`src/rtl/bcs_pkg.sv`:
```
package bcs_pkg;

    localparam int MAX_LOG = 3;

    typedef logic [MAX_LOG-1:0] beat_idx_t;

    typedef enum logic [1:0] {
        BLC_RSVD = 2'b00,
        BLC_2    = 2'b01,
        BLC_4    = 2'b10,
        BLC_8    = 2'b11
    } bl_code_e;

    typedef enum logic {
        ORD_WRAP = 1'b0,
        ORD_XOR  = 1'b1
    } order_e;

    typedef struct packed {
        logic      active;
        beat_idx_t cnt;
        logic [1:0] len_log;
        order_e    order;
    } burst_st_t;

    function automatic logic [1:0] len_log_of(input logic [1:0] code);
        case (code)
            BLC_4:   len_log_of = 2'd2;
            BLC_8:   len_log_of = 2'd3;
            default: len_log_of = 2'd1;
        endcase
    endfunction

    function automatic beat_idx_t low_mask(input logic [1:0] len_log);
        logic [3:0] full;
        full = (4'd1 << len_log) - 4'd1;
        low_mask = full[MAX_LOG-1:0];
    endfunction

    function automatic beat_idx_t beat_low(input beat_idx_t start,
                                           input beat_idx_t idx,
                                           input logic [1:0] len_log,
                                           input order_e order);
        beat_idx_t raw;
        beat_idx_t m;
        m   = low_mask(len_log);
        raw = (order == ORD_XOR) ? (start ^ idx) : beat_idx_t'(start + idx);
        beat_low = (start & ~m) | (raw & m);
    endfunction

endpackage

```
`src/rtl/bcs_ctrl.sv`:
```
module bcs_ctrl
    import bcs_pkg::*;
#(
    parameter int COL_W = 10
) (
    input  logic             clk,
    input  logic             rst,
    input  logic             req_valid,
    input  logic             req_intr,
    input  logic [COL_W-1:0] req_col,
    input  logic [1:0]       req_bl,
    input  logic             req_ilv,
    output burst_st_t        st,
    output logic [COL_W-1:0] start_col,
    output logic             last
);

    burst_st_t st_q;
    logic [COL_W-1:0] col_q;
    logic accept;
    beat_idx_t final_idx;

    assign final_idx = low_mask(st_q.len_log);
    assign last      = st_q.active && (st_q.cnt == final_idx);
    assign accept    = req_valid && (!st_q.active || last || req_intr);

    always_ff @(posedge clk) begin
        if (rst) begin
            st_q  <= '{active: 1'b0, cnt: '0, len_log: 2'd1, order: ORD_WRAP};
            col_q <= '0;
        end else if (accept) begin
            st_q.active  <= 1'b1;
            st_q.cnt     <= '0;
            st_q.len_log <= len_log_of(req_bl);
            st_q.order   <= order_e'(req_ilv);
            col_q        <= req_col;
        end else if (last) begin
            st_q.active <= 1'b0;
            st_q.cnt    <= '0;
        end else if (st_q.active) begin
            st_q.cnt <= st_q.cnt + 1'b1;
        end
    end

    assign st        = st_q;
    assign start_col = col_q;


    cnt_step_chk: assert property (@(posedge clk) disable iff (rst)
        (st_q.active && !last && !req_valid) |=> (st_q.active && st_q.cnt == $past(st_q.cnt) + 1'b1));


    rst_clear_chk: assert property (@(posedge clk)
        rst |=> (!st_q.active && st_q.cnt == '0));

endmodule

```
`src/rtl/bcs_addr_gen.sv`:
```
module bcs_addr_gen
    import bcs_pkg::*;
#(
    parameter int COL_W = 10
) (
    input  logic [COL_W-1:0] start_col,
    input  burst_st_t        st,
    output logic [COL_W-1:0] col
);

    localparam int HI_W = COL_W - MAX_LOG;

    beat_idx_t low;

    assign low = beat_low(start_col[MAX_LOG-1:0], st.cnt, st.len_log, st.order);

    generate
        if (HI_W > 0) begin : g_hi
            assign col = {start_col[COL_W-1:MAX_LOG], low};
        end else begin : g_nohi
            assign col = low[COL_W-1:0];
        end
    endgenerate

endmodule

```
`src/rtl/burst_col_seq.sv`:
```
module burst_col_seq
    import bcs_pkg::*;
#(
    parameter int COL_W = 10
) (
    input  logic             clk,
    input  logic             rst,
    input  logic             req_valid,
    input  logic             req_intr,
    input  logic [COL_W-1:0] req_col,
    input  logic [1:0]       req_bl,
    input  logic             req_ilv,
    output logic             beat_valid,
    output logic [COL_W-1:0] beat_col,
    output logic             beat_last
);

    burst_st_t        st;
    logic [COL_W-1:0] start_col;
    logic             last;

    bcs_ctrl #(.COL_W(COL_W)) u_ctrl (
        .clk       (clk),
        .rst       (rst),
        .req_valid (req_valid),
        .req_intr  (req_intr),
        .req_col   (req_col),
        .req_bl    (req_bl),
        .req_ilv   (req_ilv),
        .st        (st),
        .start_col (start_col),
        .last      (last)
    );

    bcs_addr_gen #(.COL_W(COL_W)) u_addr (
        .start_col (start_col),
        .st        (st),
        .col       (beat_col)
    );

    assign beat_valid = st.active;
    assign beat_last  = last;


    last_valid_chk: assert property (@(posedge clk) disable iff (rst)
        beat_last |-> beat_valid);


    hi_hold_chk: assert property (@(posedge clk) disable iff (rst)
        (beat_valid && !beat_last && !req_valid) |=> $stable(beat_col[COL_W-1:MAX_LOG]));


    restart_chk: assert property (@(posedge clk) disable iff (rst)
        (beat_last && req_valid) |=> (beat_valid && beat_col[MAX_LOG-1:0] == $past(req_col[MAX_LOG-1:0])));

endmodule

```
`config.mk`:
```
export PLATFORM = sky130hd
export DESIGN_NAME = burst_col_seq
export DESIGN_NICKNAME = d
export VERILOG_FILES = /design/src/rtl/bcs_pkg.sv /design/src/rtl/bcs_ctrl.sv /design/src/rtl/bcs_addr_gen.sv /design/src/rtl/burst_col_seq.sv
export SDC_FILE = /design/constraint.sdc
export NUM_CORES = 1
export LEC_CHECK = 0
export ABC_AREA = 1
export BUFFER_PORTS_ARGS = -buffer_cell sky130_fd_sc_hd__buf_2
export CAP_MARGIN = 0
export CORE_MARGIN = 4
export CORE_UTILIZATION = 51
export DETAILED_ROUTE_END_ITERATION = 8
export PLACE_DENSITY = 0.78
export SYNTH_ARGS = -nofsm -noshare
export SYNTH_HDL_FRONTEND = slang
export SYNTH_SLANG_ARGS = --single-unit
```
`constraint.sdc`:
```
create_clock -name clk -period 2.25 [get_ports clk]
set_input_delay 0.675 -clock clk [delete_from_list [all_inputs] [get_ports clk]]
set_output_delay 0.675 -clock clk [all_outputs]
set_load 0.01 [all_outputs]
```
; ---- Yosys cells after proc, flatten, opt, wreduce, memory -nomap -nowiden
; Index checks and enable logic that the tools add are counted.
[op_classes]
addsub = 3
n_eq_ne = 3
shift = 1
mux = 6
bitwise_logic = 5
reduce_logical = 7
[ops]
columns = operator, n
row1 = 3-bit 2-to-1 mux, 3
row2 = 3-bit bitwise AND, 2
row3 = 2-bit equality test (second input constant), 2
row4 = 4-bit 2-to-1 mux, 1
row5 = 2-bit case mux with 2 select lines, 1
row6 = 3-bit by 1-bit adder with 3-bit output (second input constant), 1
row7 = 3-bit adder, 1
row8 = 3-bit equality test, 1
row9 = 3-bit NOT, 1
row10 = 3-bit OR, 1
row11 = 3-bit OR reduction, 1
row12 = 1-bit by 2-bit << shifter with 3-bit output (first input constant), 1
row13 = 3-bit by 1-bit subtractor with 3-bit output (second input constant), 1
row14 = 3-bit bitwise XOR, 1
row15 = 1-bit logical AND, 2
row16 = 1-bit logical OR, 2
row17 = 2-bit nonzero test, 1
row18 = 1-bit zero test, 1
row19 = 1-bit 2-to-1 mux, 1
[word_totals]
reg_bits = 17
inputBits = 17
out_inout_bits = 12
wordCells = 30

; ---- Depth between registers and ports, before layout
; Gate-level depths: netlist (run 1).
[depth]
depth_word = 8
ltp_mapped = 10

; ---- By module
; A second synthesis (run 1) with hierarchy kept.
[hier_totals]
cells_unflattened = 149
area_unflattened_um2 = 1022.2
[modules_own_cells]
columns = module, n_inst, cells_per_inst, area_each_um2, seq_area_each_um2
row1 = bcs_ctrl, 1, 118, 834.6, 340.3
row2 = bcs_addr_gen, 1, 31, 187.7, 0.0

; ---- Worst setup path before layout (run 1)
; OpenSTA, ideal clock, no wires.
[synth_path]
kind = flip-flop to output port
from = reg u_ctrl.st_q (netlist bit u_ctrl.st[3])
to = out beat_col[2]
arrival_time_ns = 1.316
slack_ns = 0.259
path_stages_with_launch = 8
path_buffers = 0
cell_sequence = dfxtp_1 > ha_1 > fa_1 > inv_1 > nor2_1 > nand2_1 > nand2_1 > xnor2_1
[synth_between]
elab_chain_len = 4
[synth_lines]
columns = item, line
row1 = from (decl), bcs_ctrl.sv:18  ; burst_st_t st_q;
row2 = from (signal assigned), bcs_ctrl.sv:29  ; st_q <= '{active: 1'b0, cnt: '0, len_log: 2'd1, order: ORD_WRAP};
row3 = 3-bit adder, bcs_pkg.sv:47  ; raw = (order == ORD_XOR) ? (start ^ idx) : beat_idx_t'(start + idx);
row4 = 3-bit 2-to-1 mux, bcs_pkg.sv:47
row5 = 3-bit bitwise AND, bcs_pkg.sv:48  ; beat_low = (start & ~m) | (raw & m);
row6 = 3-bit OR, bcs_pkg.sv:48
row7 = to (decl), burst_col_seq.sv:14  ; output logic [COL_W-1:0] beat_col,
; No other way between the ends.

; ---- Worst setup path after layout (run 1)
[layout_path]
from = reg u_ctrl.col_q[0] (netlist: u_ctrl.start_col[0])
to = out beat_col[2]
[layout_between]
elab_chain_len = 4
[layout_lines]
columns = item, line
row1 = from (decl), bcs_ctrl.sv:19  ; logic [COL_W-1:0] col_q;
row2 = from (signal assigned), bcs_ctrl.sv:36  ; col_q <= req_col;
row3 = 3-bit adder, bcs_pkg.sv:47
row4 = 3-bit 2-to-1 mux, bcs_pkg.sv:47
row5 = 3-bit bitwise AND, bcs_pkg.sv:48
row6 = 3-bit OR, bcs_pkg.sv:48
; No other way between the ends.

==> results of run 1 <==
[Yosys cell counts, drive strengths merged]
library cell	count
ha	3
mux2	1
nand4	1
inv	19
xnor2	3
nand3	18
a21oi	13
nor2	21
buf	15
or2	1
fa	1
dfxtp	17
a31oi	1
mux2i	1
o21ai	1
nand2	24
xor2	1
[final timing paths]
kind                                         start                                to  depth (start not counted)
hold reg to reg   u_ctrl.start_col[5]$_SDFFE_PP0P_  u_ctrl.start_col[5]$_SDFFE_PP0P_                          2
setup / recovery  u_ctrl.start_col[0]$_SDFFE_PP0P_                       beat_col[2]                          9
hold / removal    u_ctrl.start_col[5]$_SDFFE_PP0P_  u_ctrl.start_col[5]$_SDFFE_PP0P_                          2
setup reg to reg         u_ctrl.st[2]$_SDFFE_PP0P_         u_ctrl.st[5]$_SDFFE_PP0P_                          8
[flip-flops by register name, summed over array words and instances, names as in the netlist]
name / cells
u_ctrl.start_col: 10
u_ctrl.st: 7
[cell type report]
cell class	instances	area share
inverter	19	0.05758
multi-input combinational	90	0.4697
tap	27	0.02727
sequential	17	0.2818
clock inverter	1	0.004040
clock buffer	3	0.01818
timing repair buffer	31	0.1414
[power breakdown]
part	internal (uW)	total, uW	switching (uW)
registers	323	349	26.0
logic	76.0	166	89.5
clock network	66.3	165	98.7
total	465	679	214
[what timing repair did]
item | 4_1_cts | 5_1_grt
gates resized for setup | 6 | 4
setup buffers | 1 | 1
endpoints found under the setup margin | 2 | 2
pin swaps | 3 | 2
[routing by layer]
metal  vias up  share of wire
li1        470              -
met1       430           0.43
met2        21           0.50
met3         5          0.048
met4         0          0.023
met5         -              0
[critical path, cell delays in order, from the launching register on]
cell and delay [ns]:
dfxtp_4 0.36, ha_4 0.15, fa_2 0.33, inv_2 0.06
nor2_2 0.04, nor2_1 0.10, nor2_1 0.06, nand2_1 0.08
xnor2_1 0.12, buf_2 0.15
[cells by family (layout without fill, tap and decap cells)]
logic type      after synthesis  in the layout  synth area share
compound gates               15             15            0.1103
xor+xnor                      4              4           0.03186
fa+ha+maj                     4              4           0.05234
buf+inv                      34             54            0.1775
flops                        17             17            0.3094
mux                           2              2           0.01934
simple gates                 65             65            0.2992
[metrics by stage]
stage	cells	power [uW]	setup WS, ns	hold slack [ns]	setup TNS (ns)
final	188	679.2	-0.1664	0.5008	-0.2436
after global routing	188	722.2	-0.2392	0.5184	-0.3960
after CTS	187	681.0	-0.1691	0.5041	-0.2565
after detailed placement	182	515.8	0.05489	0.4862	0
after global placement	182	507.5	0.1486	0.4647	0
after floorplan	141	488.7	0.2592	0.4614	0
==> results.md, run 1 <==
- Total congestion overflow: 0
- Power Dens Cells: 548.3 nW/um^2
- Core area: 2002 um^2
- Post-layout util: 0.6188
- Commonest cells after routing, fill and taps aside: buf_2 (28), nand2_1 (23), nor2_1 (19)
- Final setup margin: -0.1664 ns
- DIE HEIGHT: 54.44 um
- Post-route ant nets: 0
- Mapped Cells: 141
- Avg WL per Cell: 11.21 um
- GRT Overall Usage: 0.1630
- Slew HR: 0.7040
- Met1 GRT Util: 0.1791
- I/O pin count: 29
- Chip Width: 54.44 um
- Global Route met2 Usage: 0.2869
- Root buf cell: clkbuf_4
- Iteration-0 DRC Markers: 4
- Fin. Hold Viols: 0
- Tightest Pin Transition: 0.4435 ns
- Worst Setup Path Type: flip-flop to output pin
- Largest net degree at the start of global routing: 27
- Clock Pin Slew Worst Setup and Hold Paths: 0.10 ns
- Final Cell Area: 1239 um^2
- Minimum clock period: 2.416 ns
- Period Utilization, post-route: 1.074
- Largest area contributor in the netlist: dfxtp_1
- GRT busiest layer: met2
- Final setup violation count: 2
- Site row count: 16
- Post-layout nets: 183
- Maximum VDD drop: 0.0003213 V
- Worst hold path type: flip-flop to flip-flop
- Total inserted antenna cells: 0
- Num CTS Buffers: 3
- Max Clk Rate: 413.8 MHz
- DR pass1 iterations: 4
- Clock Latency Late Sink: 0.30 ns
- WP data required: 1.57 ns
- Count of different cell masters after synthesis: 25
- Initial antenna violation count: 0
- CTS Sinks: 17
- Met3 Use GR: 0.02997
- RSZ-0062 raised after global routing: yes
- Sequential Area: 349.1 um^2
- Share of cells above drive strength 1: 0.4161
- Failing checks: setup timing
- Worst Skew: 0.006746 ns
- Initial core utilization: 0.5494
- Multi-input logic area: 581.8 um^2
- Post-Syn Nets: 162
- GP Congestion: 0.7508
- Sequential area share after synthesis: 0.3094
- Share of the synthesized area in the top cell type: 0.3094
- Synthesized flop and latch total: 17
- Commonest non-fill, non-tap cell in the layout: buf_2
- Maximum fanout along the worst path: 2
- Die area: 2963 um^2
- Post-Place Cell Area: 1170 um^2
- DRT Wirelength: 2.108 mm
- Fillers: 187
- First-pass GRT wire length: 3.415 mm
- CTS Hold Buffers Added: 0
- Arrival @ worst endpoint: 1.74 ns
- Vias per inst: 4.926
- Max_cap viols: 0
- Mean Syn Cell Area: 7.800 um^2
- Post-DP HPWL: 1.541 mm
- Static Leak: 0.0006233 uW
- Critical Path Sink Type: output pin
- Max-slew violation count: 0
- Post-Syn Area: 1100 um^2
- Vias post-DR: 926
- Vias in the first global route: 812
- Area delta synth->final: 12.63%
- Yosys warns: 0
- Outcome: finished with violations
- Worst reg-to-reg setup slack: 0.42 ns
- # H-tree levels: 1
- Longest Clk Path Bufs: 2
- Port Buffers: 28
- TritonCTS clock tree: built
- Largest cells by area after synthesis: dfxtp_1 (31%), a21oi_2 (9.6%), nand2_1 (7.8%)
- DRC Markers: 0
- Worst Setup Start Kind: flip-flop
Power figures use the tool's default switching activity.
==> run 2, diff against run 1 <==
GPL_ROUTABILITY_DRIVEN = 1   (was not set)
SETUP_SLACK_MARGIN = 0.05   (was not set)
==> run 2 against run 1 <==
  * The run still ends with setup timing left
  * Final area rose by 0.10%
  * Highest routed layer unchanged
  * Register-to-register slack improved by 0.12 ns
  * Critical path depth did not move
  * Critical path type unchanged
  * Fmax down 0.11%
  * Setup slack worse by 0.0027 ns
  * Clock skew rose by 0.0043 ns
  * Clock-buffer cell count is the same
  * Non-clock buffer count stayed put
  * Sequential cell count did not move
  * Global-route usage unchanged
==> results.md, run 2 (synthesis results as in run 1) <==
- Post-Place Cell Area: 1170 um^2 (unchanged)
- Max Clk Rate: 413.4 MHz (-0.11%)
- Worst hold path type: flip-flop to flip-flop
- Initial core utilization: 0.5494 (unchanged)
- Vias post-DR: 933 (+0.76%)
- Reg2reg end: u_ctrl.st[5]$_SDFFE_PP0P_
- Multi-input logic area: 581.8 um^2 (unchanged)
- Failing checks: setup timing
- Power Dens Cells: 547.5 nW/um^2 (-0.14%)
- Commonest non-fill, non-tap cell in the layout: buf_2
- Vias per inst: 4.963 (+0.76%)
- Clock Latency Late Sink: 0.30 ns (about the same)
- # H-tree levels: 1 (unchanged)
- Max reg flops: 10 (unchanged)
- Worst reg-to-reg setup slack: 0.54 ns (+0.12 ns)
- Final Cell Area: 1240 um^2 (+0.10%)
- Worst Skew: 0.01102 ns (+0.004270 ns)
- Minimum clock period: 2.419 ns (+0.002703 ns)
- Fin. Hold Viols: 0 (unchanged)
- Max-slew violation count: 0 (unchanged)
- Tightest Pin Transition: 0.4203 ns (-0.02317 ns)
- Iteration-0 DRC Markers: 7 (+3)
- GP Congestion: 0.7508 (unchanged)
- R2r worst-path depth: 8 (unchanged)
- RSZ-0062 raised after global routing: yes
- First-pass GRT wire length: 3.415 mm (unchanged)
- Chip Width: 54.44 um (unchanged)
- Maximum fanout along the worst path: 2 (unchanged)
- R2r startpoint: u_ctrl.st[2]$_SDFFE_PP0P_
- TritonCTS clock tree: built
- Initial antenna violation count: 0 (unchanged)
- Longest Clk Path Bufs: 2 (unchanged)
- Final setup margin: -0.1691 ns (-0.002703 ns)
- CTS Hold Buffers Added: 0 (unchanged)
- Final setup violation count: 2 (unchanged)
- Outcome: finished with violations
- Total inserted antenna cells: 0 (unchanged)
- Clock Pin Slew Worst Setup and Hold Paths: 0.10 ns (about the same)
- Die area: 2963 um^2 (unchanged)
- Hold Path Depth: 2 (unchanged)
- Fillers: 186 (-0.53%)
- Core area: 2002 um^2 (unchanged)
- Sequential Area: 350.3 um^2 (+0.36%)
- Hold wc startpoint: u_ctrl.start_col[5]$_SDFFE_PP0P_
- Arrival @ worst endpoint: 1.74 ns (about the same)
- Slew HR: 0.7195 (+0.01546)
- DR pass1 iterations: 4 (unchanged)
- Commonest cells after routing, fill and taps aside: buf_2 (28), nand2_1 (23), nor2_1 (19)
- Period Utilization, post-route: 1.075 (+0.001201)
- DRT Wirelength: 2.121 mm (+0.62%)
- Avg WL per Cell: 11.28 um (+0.62%)
- Static Leak: 0.0006236 uW (about the same)
- Maximum VDD drop: 0.0003236 V (+0.72%)
- Share of cells above drive strength 1: 0.4224 (+0.006211)
- Post-DP HPWL: 1.541 mm (unchanged)
- DRC Markers: 0 (unchanged)
- DIE HEIGHT: 54.44 um (unchanged)
- Area delta synth->final: 12.74%
- GRT Overall Usage: 0.1630 (unchanged)
- WP data required: 1.57 ns (about the same)
- Worst hold endpoint: u_ctrl.start_col[5]$_SDFFE_PP0P_
- Setup TNS: -0.2486 ns (-0.005046 ns)
- Root buf cell: clkbuf_4
- Largest net degree at the start of global routing: 27 (unchanged)
- Vias in the first global route: 812 (unchanged)
- CTS Sinks: 17 (unchanged)
- Worst Setup Start Kind: flip-flop
- Site row count: 16 (unchanged)
- Num CTS Buffers: 3 (unchanged)
- Post-route ant nets: 0 (unchanged)
- Max_cap viols: 0 (unchanged)
- Worst Setup Path Type: flip-flop to output pin
- Critical Path Sink Type: output pin
- Post-layout nets: 183 (unchanged)
- Port Buffers: 28 (unchanged)
- Total congestion overflow: 0 (unchanged)
- I/O pin count: 29 (unchanged)
run 2: cell count changes in the layout (fill, tap and decap cells not counted):
cell / previous run / this run
dfxtp_1: 14 / 13
dfxtp_2: 1 / 2
run 2: timing repair:
action	4_1_cts	5_1_grt
pin swaps	3	2
hold endpoints to repair	0	0
endpoints found under the setup margin	2	3
gates resized for setup	6	5
buffers inserted	1	1
run 2: worst max-delay path by stage:
stage,startpoint,end
floorplan,u_ctrl.st[3]$_SDFFE_PP0P_,beat_col[2]
global route,u_ctrl.start_col[0]$_SDFFE_PP0P_,beat_col[2]
detailed placement,u_ctrl.st[3]$_SDFFE_PP0P_,beat_col[2]
finish,u_ctrl.start_col[0]$_SDFFE_PP0P_,beat_col[2]
global placement,u_ctrl.st[3]$_SDFFE_PP0P_,beat_col[2]
CTS,u_ctrl.st[3]$_SDFFE_PP0P_,beat_col[2]
run 2: cell type report:
cell class | instances | area share
multi-input combinational | 90 | 0.4692
sequential | 17 | 0.2825
timing repair buffer | 31 | 0.1413
inverter | 19 | 0.05752
tap | 27 | 0.02725
clock buffer | 3 | 0.01816
clock inverter | 1 | 0.004036
run 2: where the power goes:
part	internal, uW	switching, uW
Clock	66.3	97.7
Sequential	323	26.2
Combinational	76.0	89.5
run 2: critical path, stage by stage (launching register included):
cell,delay [ns]
dfxtp_4,0.37
ha_4,0.15
fa_2,0.33
inv_2,0.06
nor2_2,0.04
nor2_1,0.10
nor2_1,0.06
nand2_1,0.08
xnor2_1,0.12
buf_2,0.15
run 2: per-layer routing:
metal | share of wire | wire [um] | vias to the layer above | global-route usage
met3 | 0.047 | 100 | 6 | 0.02997
li1 | - | - | 471 | -
met4 | 0.023 | 48 | 0 | 0.09959
met5 | 0 | 0 | - | 0
met1 | 0.42 | 893 | 435 | 0.1791
met2 | 0.51 | 1077 | 21 | 0.2869
run 2: through the flow:
step | power, uW | hold WS [ns] | setup WS (ns) | utilization | std cells
finish | 678.9 | 0.4992 | -0.1691 | 0.6194 | 188
global route | 722.0 | 0.5184 | -0.2367 | 0.6194 | 188
CTS | 681.0 | 0.5041 | -0.1691 | 0.6119 | 187
detailed placement | 515.8 | 0.4862 | 0.05489 | 0.5844 | 182
global placement | 507.5 | 0.4647 | 0.1486 | 0.5844 | 182
floorplan | 488.7 | 0.4614 | 0.2592 | - | 141
==> run 3, diff against run 2 <==
GPL_TIMING_DRIVEN = 0   (was not set)
==> run 3 against run 2 <==
  * The flow still finishes with violations (setup timing)
  * Fmax increased by 4.0%
  * First-iteration DRC count up 43%
  * Routed wire length decreased by 1.4%
  * Worst hold slack worse by 0.0039 ns
  * Via count increased by 0.54%
  * Sequential cell count is the same
  * Final area increased by 7.6%
  * Core utilization grew 4.7 points
  * Non-clock buffer count is 13 higher
  * Sequential share of layout area fell by 2.1 points
  * Die area is the same
  * Critical path depth unchanged
  * Largest power group unchanged
==> results.md, run 3 (synthesis results as in run 1) <==
- Largest net degree at the start of global routing: 11 (-59%)
- Fillers: 188 (+1.1%)
- Slew HR: 0.8492 (+0.1297)
- Post-layout nets: 196 (+7.1%)
- DR pass1 iterations: 4 (unchanged)
- Chip Width: 54.44 um (unchanged)
- Commonest cells after routing, fill and taps aside: buf_2 (30), nand2_1 (23), nor2_1 (20)
- Pint: 488.7 uW (+5.0%)
- Initial antenna violation count: 0 (unchanged)
- First-pass GRT wire length: 3.436 mm (+0.61%)
- Max Clk Rate: 429.7 MHz (+4.0%)
- Worst Setup Start Kind: flip-flop
- RSZ-0062 raised after global routing: yes
- Period Utilization, post-route: 1.034 (-0.04092)
- Post-route ant nets: 0 (unchanged)
- Static Leak: 0.0006871 uW (+10%)
- Power Dens Cells: 525.8 nW/um^2 (-4.0%)
- Total congestion overflow: 0 (unchanged)
- Site row count: 16 (unchanged)
- Worst Skew: 0.001896 ns (-0.009119 ns)
- Iteration-0 DRC Markers: 10 (+3)
- Combinational Power Share: 0.280 (+0.036)
- Tightest Pin Transition: 0.2246 ns (-0.1957 ns)
- Arrival @ worst endpoint: 1.65 ns (-0.09 ns)
- Psw: 212.6 uW (-0.42%)
- Maximum VDD drop: 0.0003515 V (+8.6%)
- Worst Setup Path Type: flip-flop to output pin
- GRT Overall Usage: 0.1609 (-0.002069)
- Vias post-DR: 938 (+0.54%)
- WP data required: 1.57 ns (about the same)
- DIE HEIGHT: 54.44 um (unchanged)
- Placed insts: 195 (+7.1%)
- Max reg flops: 10 (unchanged)
- Root buf cell: clkbuf_4
- Initial core utilization: 0.5494 (unchanged)
- Outcome: finished with violations
- # H-tree levels: 1 (unchanged)
- Core area: 2002 um^2 (unchanged)
- GP Congestion: 0.7209 (-4.0%)
- Area delta synth->final: 21.27%
- Vias in the first global route: 848 (+4.4%)
- Multi-input logic area: 579.3 um^2 (-0.43%)
- DRC Markers: 0 (unchanged)
- Max_cap viols: 0 (unchanged)
- Sequential Power Share: 0.487 (-0.028)
- TritonCTS clock tree: built
- Longest Clk Path Bufs: 2 (unchanged)
- Clock Latency Late Sink: 0.28 ns (-0.02 ns)
- DRT Wirelength: 2.092 mm (-1.4%)
- Fraction of power spent switching nets: 0.3031 (-0.01130)
- Non-Filler Instances: 201 (+6.9%)
- Max-slew violation count: 0 (unchanged)
- Worst hold path type: flip-flop to flip-flop
- Failing checks: setup timing
- Maximum fanout along the worst path: 3 (+1)
- Avg WL per Cell: 10.41 um (-7.7%)
- Hold WS: 0.4953 ns (-0.003914 ns)
- Critical Path Sink Type: output pin
- Post-DP HPWL: 1.630 mm (+5.8%)
- CTS Sinks: 17 (unchanged)
- Fin. Hold Viols: 0 (unchanged)
- Vias per inst: 4.667 (-6.0%)
- Minimum clock period: 2.327 ns (-0.09206 ns)
- Port Buffers: 27 (-3.6%)
- Num CTS Buffers: 3 (unchanged)
- Sequential Area: 349.1 um^2 (-0.36%)
- Clock group share of total power: 0.233 (-0.009)
- Final setup margin: -0.07702 ns (+0.09206 ns)
- Share of cells above drive strength 1: 0.4425 (+0.02017)
- Total inserted antenna cells: 0 (unchanged)
- Tot Pwr: 701.2 uW (+3.3%)
- Commonest non-fill, non-tap cell in the layout: buf_2
- Final setup violation count: 2 (unchanged)
- I/O pin count: 29 (unchanged)
- Die area: 2963 um^2 (unchanged)
- Clock Pin Slew Worst Setup and Hold Paths: 0.10 ns (about the same)
## run 3: power groups by stage
stage | Clock, uW | Sequential (uW) | Combinational [uW]
4_1_cts | 169 | 343 | 196
2_1_floorplan | 0 | 346 | 142
3_5_place_dp | 0 | 349 | 191
3_3_place_gp | 0 | 348 | 186
6_report | 163 | 342 | 196
5_1_grt | 190 | 346 | 218
## run 3: area by class of cell
cell class                      count  area share
Inverter                           19     0.05347
Clock buffer                        4     0.01970
Sequential cell                    17      0.2617
Multi-Input combinational cell     90      0.4343
Timing Repair Buffer               29      0.1126
Buffer                             15     0.09287
Tap cell                           27     0.02533
## run 3: through the flow
stage / cell area (um^2) / worst slack, ns / TNS [ns] / util
after floorplan: 1100 / 0.2592 / 0 / -
after global placement: 1269 / 0.1229 / 0 / 0.6338
after detailed placement: 1269 / 0.1070 / 0 / 0.6338
after CTS: 1323 / -0.1268 / -0.1807 / 0.6606
after global routing: 1334 / -0.1933 / -0.2929 / 0.6663
final: 1334 / -0.07702 / -0.1278 / 0.6663
## run 3: per-layer routing
layer | share of wire | global-route usage | wire length [um] | vias up
li1 | - | - | - | 502
met1 | 0.45 | 0.1829 | 947 | 416
met2 | 0.50 | 0.2908 | 1047 | 18
met3 | 0.040 | 0.03270 | 83 | 2
met4 | 0.0062 | 0.06224 | 13 | 0
met5 | 0 | 0 | 0 | -
## run 3: what timing repair did
action	4_1_cts	5_1_grt
pin swaps	4	3
resized for setup	6	2
hold buffers	0	0
endpoints found under the hold margin	0	0
endpoints found under the setup margin	2	2
buffers inserted	1	1
## run 3: worst paths after layout
check	start	end	slack (ns)	cells after the start
max	u_ctrl.start_col[0]$_SDFFE_PP0P_	beat_col[2]	-0.08	9
min reg2reg	u_ctrl.start_col[8]$_SDFFE_PP0P_	u_ctrl.start_col[8]$_SDFFE_PP0P_	0.50	2
max reg2reg	u_ctrl.st[2]$_SDFFE_PP0P_	u_ctrl.st[0]$_SDFFE_PP0P_	0.83	10
min	u_ctrl.start_col[8]$_SDFFE_PP0P_	u_ctrl.start_col[8]$_SDFFE_PP0P_	0.50	2
## run 3: worst max-delay path, stage by stage (launching register included)
cell     delay (ns)
dfxtp_4        0.37
ha_4           0.16
fa_2           0.31
inv_1          0.05
nor2_1         0.04
nor2_1         0.08
nor2_1         0.04
nand2_1        0.06
xnor2_1        0.11
buf_2          0.14
